**src/rtl/psm_pkg.sv**
```systemverilog
// Package: shared types for the PWM phase multiplier.
// Assumes nothing beyond SystemVerilog 2017 packages.
package psm_pkg;

    // Layout chosen at power-up; encoding matches the mode pin level.
    typedef enum logic {
        LAYOUT_FULL = 1'b0,
        LAYOUT_PAIR = 1'b1
    } split_layout_e;

endpackage

```
**src/rtl/psm_sync.sv**
```systemverilog
// Module: psm_sync
// Multi-flop synchronizer for a bus of independent single-bit signals.
// Assumes each bit may be sampled separately (no bus coherency needed).
module psm_sync #(
    parameter int WIDTH  = 2,
    parameter int STAGES = 2
) (
    input  logic             clk,
    input  logic             rst_n,
    input  logic [WIDTH-1:0] d_in,
    output logic [WIDTH-1:0] d_out
);

    logic [WIDTH-1:0] pipe [STAGES];

    // Shift the raw inputs through STAGES flops; reset clears all stages.
    always_ff @(posedge clk) begin
        if (!rst_n) begin
            for (int i = 0; i < STAGES; i++) pipe[i] <= '0;
        end else begin
            pipe[0] <= d_in;
            for (int i = 1; i < STAGES; i++) pipe[i] <= pipe[i-1];
        end
    end

    assign d_out = pipe[STAGES-1];

endmodule

```
**src/rtl/psm_width_filter.sv**
```systemverilog
// Module: psm_width_filter
// Accepts a new input level only after it has been seen for MIN_WIDTH
// consecutive cycles; shorter pulses of either polarity are dropped.
// Assumes the input is already synchronous. A clear forces the output low.
module psm_width_filter #(
    parameter int MIN_WIDTH = 2
) (
    input  logic clk,
    input  logic rst_n,
    input  logic clr,
    input  logic lvl_in,
    output logic lvl_out
);

    localparam int CNT_W = (MIN_WIDTH > 1) ? $clog2(MIN_WIDTH) : 1;
    localparam logic [CNT_W-1:0] CNT_LAST = CNT_W'(MIN_WIDTH - 1);

    logic [CNT_W-1:0] run_cnt;
    logic             held;

    // Count cycles of disagreement; commit the new level at the threshold.
    always_ff @(posedge clk) begin
        if (!rst_n || clr) begin
            held    <= 1'b0;
            run_cnt <= '0;
        end else if (lvl_in != held) begin
            if (run_cnt == CNT_LAST) begin
                held    <= lvl_in;
                run_cnt <= '0;
            end else begin
                run_cnt <= run_cnt + 1'b1;
            end
        end else begin
            run_cnt <= '0;
        end
    end

    assign lvl_out = held;

endmodule

```
**src/rtl/psm_rotator.sv**
```systemverilog
// Module: psm_rotator
// Routes each rising edge of the filtered level to the next channel in
// rotation, tracks which channels have been enabled since the last
// tri-state or power event, and forms the channel data/enable buses.
// Assumes lvl_in is filtered and tri_in is synchronous.
module psm_rotator
    import psm_pkg::*;
#(
    parameter int NUM_CH = 4
) (
    input  logic              clk,
    input  logic              rst_n,
    input  logic              pwr_ok,
    input  logic              mode_sel,
    input  logic              lvl_in,
    input  logic              tri_in,
    output logic [NUM_CH-1:0] ch_data,
    output logic [NUM_CH-1:0] ch_oe,
    output logic              active,
    output logic              mode_pair
);

    localparam int PTR_W = (NUM_CH > 1) ? $clog2(NUM_CH) : 1;
    localparam logic [PTR_W-1:0] LAST_FULL = PTR_W'(NUM_CH - 1);
    localparam logic [PTR_W-1:0] LAST_PAIR = PTR_W'(NUM_CH / 2 - 1);

    split_layout_e     layout_q;
    logic              pwr_q;
    logic [PTR_W-1:0]  ptr_q;
    logic [PTR_W-1:0]  last_idx;
    logic [NUM_CH-1:0] en_q;
    logic [NUM_CH-1:0] sel_q;
    logic              lvl_q;
    logic              rise;
    logic              hold_off;

    assign last_idx = (layout_q == LAYOUT_PAIR) ? LAST_PAIR : LAST_FULL;
    assign rise     = lvl_in && !lvl_q;
    assign hold_off = !pwr_ok || !pwr_q || tri_in;

    // Track power-good and latch the layout on its rising edge only.
    always_ff @(posedge clk) begin
        if (!rst_n) begin
            pwr_q    <= 1'b0;
            layout_q <= LAYOUT_FULL;
        end else begin
            pwr_q <= pwr_ok;
            if (pwr_ok && !pwr_q) layout_q <= split_layout_e'(mode_sel);
        end
    end

    // Advance the rotation on each rising edge; clear it on tri-state or power loss.
    always_ff @(posedge clk) begin
        if (!rst_n || hold_off) begin
            ptr_q <= '0;
            en_q  <= '0;
            sel_q <= '0;
            lvl_q <= 1'b0;
        end else begin
            lvl_q <= lvl_in;
            if (rise) begin
                sel_q        <= '0;
                sel_q[ptr_q] <= 1'b1;
                en_q[ptr_q]  <= 1'b1;
                ptr_q        <= (ptr_q == last_idx) ? '0 : ptr_q + 1'b1;
            end
        end
    end

    // Drive only enabled channels, and only while powered and not tri-stated.
    always_comb begin
        ch_oe   = en_q & {NUM_CH{pwr_q && !tri_in}};
        ch_data = ch_oe & sel_q & {NUM_CH{lvl_q}};
    end

    assign active    = pwr_q;
    assign mode_pair = (layout_q == LAYOUT_PAIR);

endmodule

```
**src/rtl/pwm_phase_split.sv**
```systemverilog
// Module: pwm_phase_split (top)
// Synchronizes the classified PWM input, filters short pulses and spreads
// the pulses over NUM_CH channels in pair or full layout.
// Assumes pwr_ok is synchronous to clk; tri flag bypasses the width filter.
module pwm_phase_split #(
    parameter int NUM_CH      = 4,
    parameter int SYNC_STAGES = 2,
    parameter int MIN_WIDTH   = 2
) (
    input  logic              clk,
    input  logic              rst_n,
    input  logic              pwr_ok,
    input  logic              mode_sel,
    input  logic              pwm_lvl,
    input  logic              pwm_tri,
    output logic [NUM_CH-1:0] ch_data,
    output logic [NUM_CH-1:0] ch_oe
);

    logic [1:0] raw_bus;
    logic [1:0] sync_bus;
    logic       lvl_sync;
    logic       tri_sync;
    logic       lvl_filt;
    logic       rot_active;
    logic       rot_mode_pair;

    assign raw_bus  = {pwm_tri, pwm_lvl};
    assign lvl_sync = sync_bus[0];
    assign tri_sync = sync_bus[1];

    psm_sync #(
        .WIDTH  (2),
        .STAGES (SYNC_STAGES)
    ) u_sync (
        .clk   (clk),
        .rst_n (rst_n),
        .d_in  (raw_bus),
        .d_out (sync_bus)
    );

    psm_width_filter #(
        .MIN_WIDTH (MIN_WIDTH)
    ) u_filt (
        .clk     (clk),
        .rst_n   (rst_n),
        .clr     (tri_sync),
        .lvl_in  (lvl_sync),
        .lvl_out (lvl_filt)
    );

    psm_rotator #(
        .NUM_CH (NUM_CH)
    ) u_rot (
        .clk       (clk),
        .rst_n     (rst_n),
        .pwr_ok    (pwr_ok),
        .mode_sel  (mode_sel),
        .lvl_in    (lvl_filt),
        .tri_in    (tri_sync),
        .ch_data   (ch_data),
        .ch_oe     (ch_oe),
        .active    (rot_active),
        .mode_pair (rot_mode_pair)
    );

endmodule

```
**config.mk**
```make
export PLATFORM = sky130hd
export DESIGN_NAME = pwm_phase_split
export DESIGN_NICKNAME = d
export VERILOG_FILES = /design/src/rtl/psm_pkg.sv /design/src/rtl/psm_sync.sv /design/src/rtl/psm_width_filter.sv /design/src/rtl/psm_rotator.sv /design/src/rtl/pwm_phase_split.sv
export SDC_FILE = /design/constraint.sdc
export NUM_CORES = 1
export LEC_CHECK = 0
export CELL_PAD_IN_SITES_DETAIL_PLACEMENT = 1
export CELL_PAD_IN_SITES_GLOBAL_PLACEMENT = 1
export CORE_UTILIZATION = 40
export DETAILED_ROUTE_END_ITERATION = 6
export GPL_TIMING_DRIVEN = 0
export PLACE_DENSITY_LB_ADDON = 0.1
export SYNTH_ARGS = -nofsm -noshare
export SYNTH_HDL_FRONTEND = slang
export SYNTH_SLANG_ARGS = --single-unit
```
**constraint.sdc**
```tcl
create_clock -name clk -period 1.8 [get_ports clk]
set_input_delay 0.54 -clock clk [delete_from_list [all_inputs] [get_ports clk]]
set_output_delay 0.54 -clock clk [all_outputs]
set_load 0.1 [all_outputs]
```
== Word level (Yosys, flattened, before mapping) ==
Memories as Yosys holds them, arrays and structs flattened.
Cells that the tools add are included.

* Register bits: 15
* RAM bits: 4
* Bits of input ports: 6
* Output and inout bits: 8
* Logic and storage cells: 45
* Memories kept: 1

{| class="wikitable"
|+ Memories
! name !! depth !! bits a word !! read ports !! clocked after Yosys merged registers in !! write ports !! RTL line !! RTL
|-
| u_sync.pipe || 2 || 2 || 2 || 0 || 2 || psm_sync.sv:14 || <nowiki>logic [WIDTH-1:0] pipe [STAGES];</nowiki>
|}

* Add/sub/neg operators: 2
* Magnitude comparators: 2
* Equal/unequal tests: 2
* Mux-type cells: 8
* Bitwise gates (word level): 7
* Reduce and logical (&&, ||, !) cells: 15

{| class="wikitable"
|+ Operator list
! operator !! count
|-
| AND 4 bit || 3
|-
| two-way mux 2 bit || 4
|-
| logical NOT 1 bit || 5
|-
| logical AND 1 bit || 4
|-
| logical OR 1 bit || 4
|-
| OR 4 bit || 1
|-
| < comparator 2 x 3 -> 1 bit, second input constant || 1
|-
| two-way mux 1 bit || 3
|-
| OR reduction 3 bit || 1
|-
| adder 2 x 1 -> 2 bit, second input constant || 1
|-
| demux 1 bit (select 2 bit) || 1
|-
| equality test 2 bit || 1
|-
| >= comparator 2 x 1 -> 1 bit, second input constant || 1
|-
| OR 1 bit || 2
|-
| AND reduction 2 bit || 1
|-
| adder 1 bit, second input constant || 1
|-
| != test 1 bit || 1
|-
| NOT 1 bit || 1
|}

== Longest topological paths before layout ==
* Word-level depth: 5
* Mapped depth: 4
* Depth with buffers taken out: 4

== Cells and area by module ==
A second synthesis with hierarchy kept.

* Cells, all modules: 83
* Area total of the unflattened synthesis: 787.0 um2

{| class="wikitable"
|+ By module, submodules not included
! module !! instances !! cells each !! area each (um2) !! seq. area each (um2)
|-
| psm_rotator || 1 || 66 || 588.1 || 260.2
|-
| psm_sync || 1 || 10 || 120.1 || 80.1
|-
| psm_width_filter || 1 || 7 || 78.8 || 40.0
|}

== Least setup slack after synthesis ==
Ideal clock, no wire load.

* Path type: reg-to-output
* Start: memory u_sync.pipe[1][1] (netlist: u_sync.pipe[0][3])
* End: output ch_data[0]
* Arrival time: 1.488 ns
* Required time: 1.260 ns
* Path slack: -0.228 ns
* Cell stages (with the launch flop): 4
* Path buffers: 0
* Cell sequence: dfxtp_1 > and2b_1 > and2_1 > and3_1

{| class="wikitable"
|+ RTL lines
! element !! RTL line !! RTL
|-
| from (decl) || psm_sync.sv:14 ||
|-
| to (decl) || pwm_phase_split.sv:16 || <nowiki>output logic [NUM_CH-1:0] ch_data,</nowiki>
|}

==> impl_table.tex <==
\begin{tabular}{lr}
\hline
Metric & Value \\
\hline
\multicolumn{2}{l}{\textbf{Die}} \\
I/O Pins & 14 \\
Std-Cell Rows & 15 \\
Overall die height & 45.8 um \\
Initial standard-cell utilization of the core & 0.435 \\
Core area & 0.00176 mm\^{}2 \\
Die Area & 0.00210 mm\^{}2 \\
Die outline width & 45.8 um \\
\multicolumn{2}{l}{\textbf{Logic synthesis}} \\
Synthesis warning total & 0 \\
Syn\_nets & 91 \\
Unique cell type count in the Yosys netlist & 19 \\
Async set or reset register ratio after synthesis & 0 \\
Number of instances in the synthesized netlist & 81 \\
Average cell area after synthesis & 9.48 um\^{}2 \\
Sequential fraction of the synthesis area & 0.495 \\
Main flop type after synthesis & sky130\_fd\_sc\_hd\_\_dfxtp\_1 \\
Flip-flop and latch count after synthesis & 19 \\
Number of enable flip-flop cells after synthesis & 0 \\
Cell area after synthesis & 768 um\^{}2 \\
\multicolumn{2}{l}{\textbf{Setup path}} \\
Maximum fanout encountered on the critical timing path & 4 \\
Type of origin of the critical path & flip-flop \\
Category of the worst setup path capture point & primary output \\
Slowest-stage cell, CP & sky130\_fd\_sc\_hd\_\_dfxtp\_2 \\
Start-to-end type of the worst setup path & reg -> out \\
Worst Path Required & 1260 ps \\
Data arrival time of the critical path & 1420 ps \\
Worst path cell trace & and2b\_2 -> and2\_4 -> and3\_4 -> buf\_12 \\
Largest stage delay, worst path & 330 ps \\
\multicolumn{2}{l}{\textbf{Hold path}} \\
HP Class & reg -> reg \\
\multicolumn{2}{l}{\textbf{GRT}} \\
Maximum number of pins on one net before global-route repair & 11 \\
Global Route Usage Sum & 0.218 \\
Vias in the first global route & 646 \\
Initial antenna violation count & 0 \\
Overflow left after global routing & 0 \\
First-pass GRT wire length & 2.92 mm \\
\multicolumn{2}{l}{\textbf{Detailed routing}} \\
Wirelength per Cell & 14.6 um \\
Via count & 623 \\
Drt drc & 0 \\
Detailed Route WL & 1.84 mm \\
Remaining antenna violation count after routing & 0 \\
Detailed router's first-iteration violation count & 6 \\
Total iterations of the first detailed-routing run & 3 \\
Via count normalized by instance count & 4.94 \\
\multicolumn{2}{l}{\textbf{Placement}} \\
Number of port buffers & 13 \\
Placed Instances & 119 \\
Placement Cell Area & 940 um\^{}2 \\
Detailed placement HPWL & 1.18 mm \\
Final estimated routing congestion in global placement & 0.685 \\
\multicolumn{2}{l}{\textbf{STA}} \\
Worst Skew & 8.04 ps \\
Unrepaired setup endpoints after global routing & yes \\
Transition time of the tightest slew-check pin & 273 ps \\
Post-route fraction of the period consumed by the critical path & 1.09 \\
Setup slack of the critical path after layout & -157 ps \\
Slew Viols, Final & 0 \\
Fin Hold WS & 448 ps \\
Minimum period implied by the final worst setup slack & 1960 ps \\
Endpoints failing hold & 0 \\
Setup violators final & 8 \\
Remaining max-slew budget at the tightest pin & 0.818 \\
Maximum achievable frequency & 511 MHz \\
\multicolumn{2}{l}{\textbf{Clock network}} \\
CTS Buf Count & 3 \\
Max clock buf depth & 2 \\
Later-pin clock latency in the skew report & 310 ps \\
Clock slew at the register clock pins of the worst setup and hold paths & 100 ps \\
CTS tree & built \\
Deepest level of the CTS H-tree & 1 \\
Number of sinks handled by clock tree synthesis & 19 \\
Count of hold buffers inserted by post-cts repair & 0 \\
Root Buffer Master & sky130\_fd\_sc\_hd\_\_clkbuf\_4 \\
\multicolumn{2}{l}{\textbf{Finish}} \\
Count of non-filler cells in the finished layout & 126 \\
Antenna diode instance count & 0 \\
Final non-filler cell area & 0.00110 mm\^{}2 \\
Net total in the final layout & 112 \\
Area delta synth->final & 42.7\% \\
Fraction of layout instances using a drive strength above 1 & 0.297 \\
\multicolumn{2}{l}{\textbf{Power and ir drop}} \\
Part of the total power dissipated in sequential elements & 0.623 \\
Internal power component & 538 uW \\
Post-route total power & 693 uW \\
Total power per unit cell area & 632 mW/mm\^{}2 \\
Switching power of the nets & 155 uW \\
Peak supply drop & 0.460 mV \\
Combinational fraction of design power & 0.055 \\
Net switching share of the total power & 0.223 \\
Power share of the clock group & 0.322 \\
Leakage power of the design & 0.408 nW \\
\multicolumn{2}{l}{\textbf{Status}} \\
Result of the run & complete, but fails checks \\
Violated checks & setup timing \\
\multicolumn{2}{l}{\textbf{Job}} \\
Max Cap Viol & 0 \\
\hline
\end{tabular}
==> critical path, delay by kind of cell, from the launching register on <==
| family | cells | cell delay [ps] |
|---|---|---|
| buffers and inverters | 1 | 170 |
| flip-flops | 1 | 330 |
| AND/OR/NAND/NOR | 3 | 610 |
==> cell usage after synthesis (2+ instances only) <==
cell	number	share of area
sky130_fd_sc_hd__nor2b_1	2	0.016
sky130_fd_sc_hd__dfxtp_1	19	0.50
sky130_fd_sc_hd__ha_1	4	0.065
sky130_fd_sc_hd__nand2b_1	2	0.016
sky130_fd_sc_hd__and2_1	10	0.081
sky130_fd_sc_hd__a21oi_1	9	0.059
sky130_fd_sc_hd__inv_1	2	0.0098
sky130_fd_sc_hd__and3_1	4	0.033
sky130_fd_sc_hd__nand2_1	11	0.054
sky130_fd_sc_hd__and2b_1	2	0.020
sky130_fd_sc_hd__mux2i_1	3	0.039
sky130_fd_sc_hd__nand2_2	2	0.016
sky130_fd_sc_hd__nor2_1	5	0.024
==> through the flow <==
stage / setup WS [ps] / utilization / TNS (ps)
after floorplan: 56.3 / - / 0
after global placement: -905 / 0.533 / -6150
after detailed placement: -948 / 0.533 / -6430
after CTS: -160 / 0.612 / -1050
after global routing: -206 / 0.621 / -1380
final: -157 / 0.621 / -972
==> cell families (layout without fill, tap and decap cells) <==
group / count (synthesis) / in the layout / share of synthesized area
AND/OR/NAND/NOR: 41 / 41 / 0.287
AO/OA/AOI/OAI: 10 / 10 / 0.0782
buffers and inverters: 3 / 23 / 0.0244
multiplexers: 3 / 3 / 0.0391
adder cells (fa/ha/maj): 4 / 4 / 0.0651
XOR/XNOR: 1 / 1 / 0.0114
flip-flops: 19 / 19 / 0.495
==> per-layer routing <==
layer / part of all wire / routed length [um] / global-route usage / vias up
met3: 0.032 / 58 / 0.0714 / 4
met4: 0.029 / 53 / 0.141 / 0
met2: 0.53 / 979 / 0.374 / 10
li1: - / - / - / 306
met5: 0 / 0 / 0 / -
met1: 0.41 / 751 / 0.226 / 303
==> power groups by stage <==
stage | Sequential, mW | Clock (mW) | Combinational (mW)
detailed placement | 0.441 | 0 | 0.0317
global route | 0.433 | 0.245 | 0.0421
CTS | 0.431 | 0.219 | 0.0358
global placement | 0.441 | 0 | 0.0306
finish | 0.431 | 0.223 | 0.0381
floorplan | 0.440 | 0 | 0.0160
==> placed cells by master, fill, tap and decap left out, drive strengths merged <==
cell           netlist  layout
buf                  1      12
mux2i                3       3
nor2b                2       2
and2b                2       2
a221oi               1       1
and2                10      10
nor3                 1       1
nand2               13      13
nand3b               1       1
clkdlybuf4s50        0       5
dfxtp               19      19
ha                   4       4
and3                 5       5
clkbuf               0       4
inv                  2       2
nor2                 5       5
xnor2                1       1
a21oi                9       9
nand2b               2       2
==> path summary, 6_finish.rpt <==
| check | start | endpoint | slack (ps) | depth (start not counted) |
|---|---|---|---|---|
| worst max-delay path | u_sync.pipe[0][3] | ch_data[0] | -160 | 4 |
| worst min-delay path | u_sync.pipe[0][1] | u_sync.pipe[0][3] | 450 | 1 |
| worst max register to register | u_rot.ptr_q[0] | u_rot.ptr_q[1] | 570 | 4 |
| worst min register to register | u_sync.pipe[0][1] | u_sync.pipe[0][3] | 450 | 1 |
==> final cells by class <==
cell class	count	area, um^2
fill	204	668
multi-input combinational	59	402
sequential	19	382
timing repair buffer	16	236
tap	25	31.3
clock buffer	4	26.3
buffer	1	11.3
inverter	2	7.51
==> state kept, by name, summed over array words and instances, names as in the netlist, 2 cells and up <==
name	cells
u_rot.ptr_q	2
u_rot.sel_q	4
u_sync.pipe	4
u_rot.en_q	4
==> what timing repair did <==
| item | 4_1_cts | 5_1_grt |
|---|---|---|
| pin swaps | 1 | 0 |
| setup buffers | 2 | 1 |
| resized for setup | 79 | 5 |
| setup endpoints to repair | 8 | 8 |
Note: power is estimated with default switching activity, not from simulation.
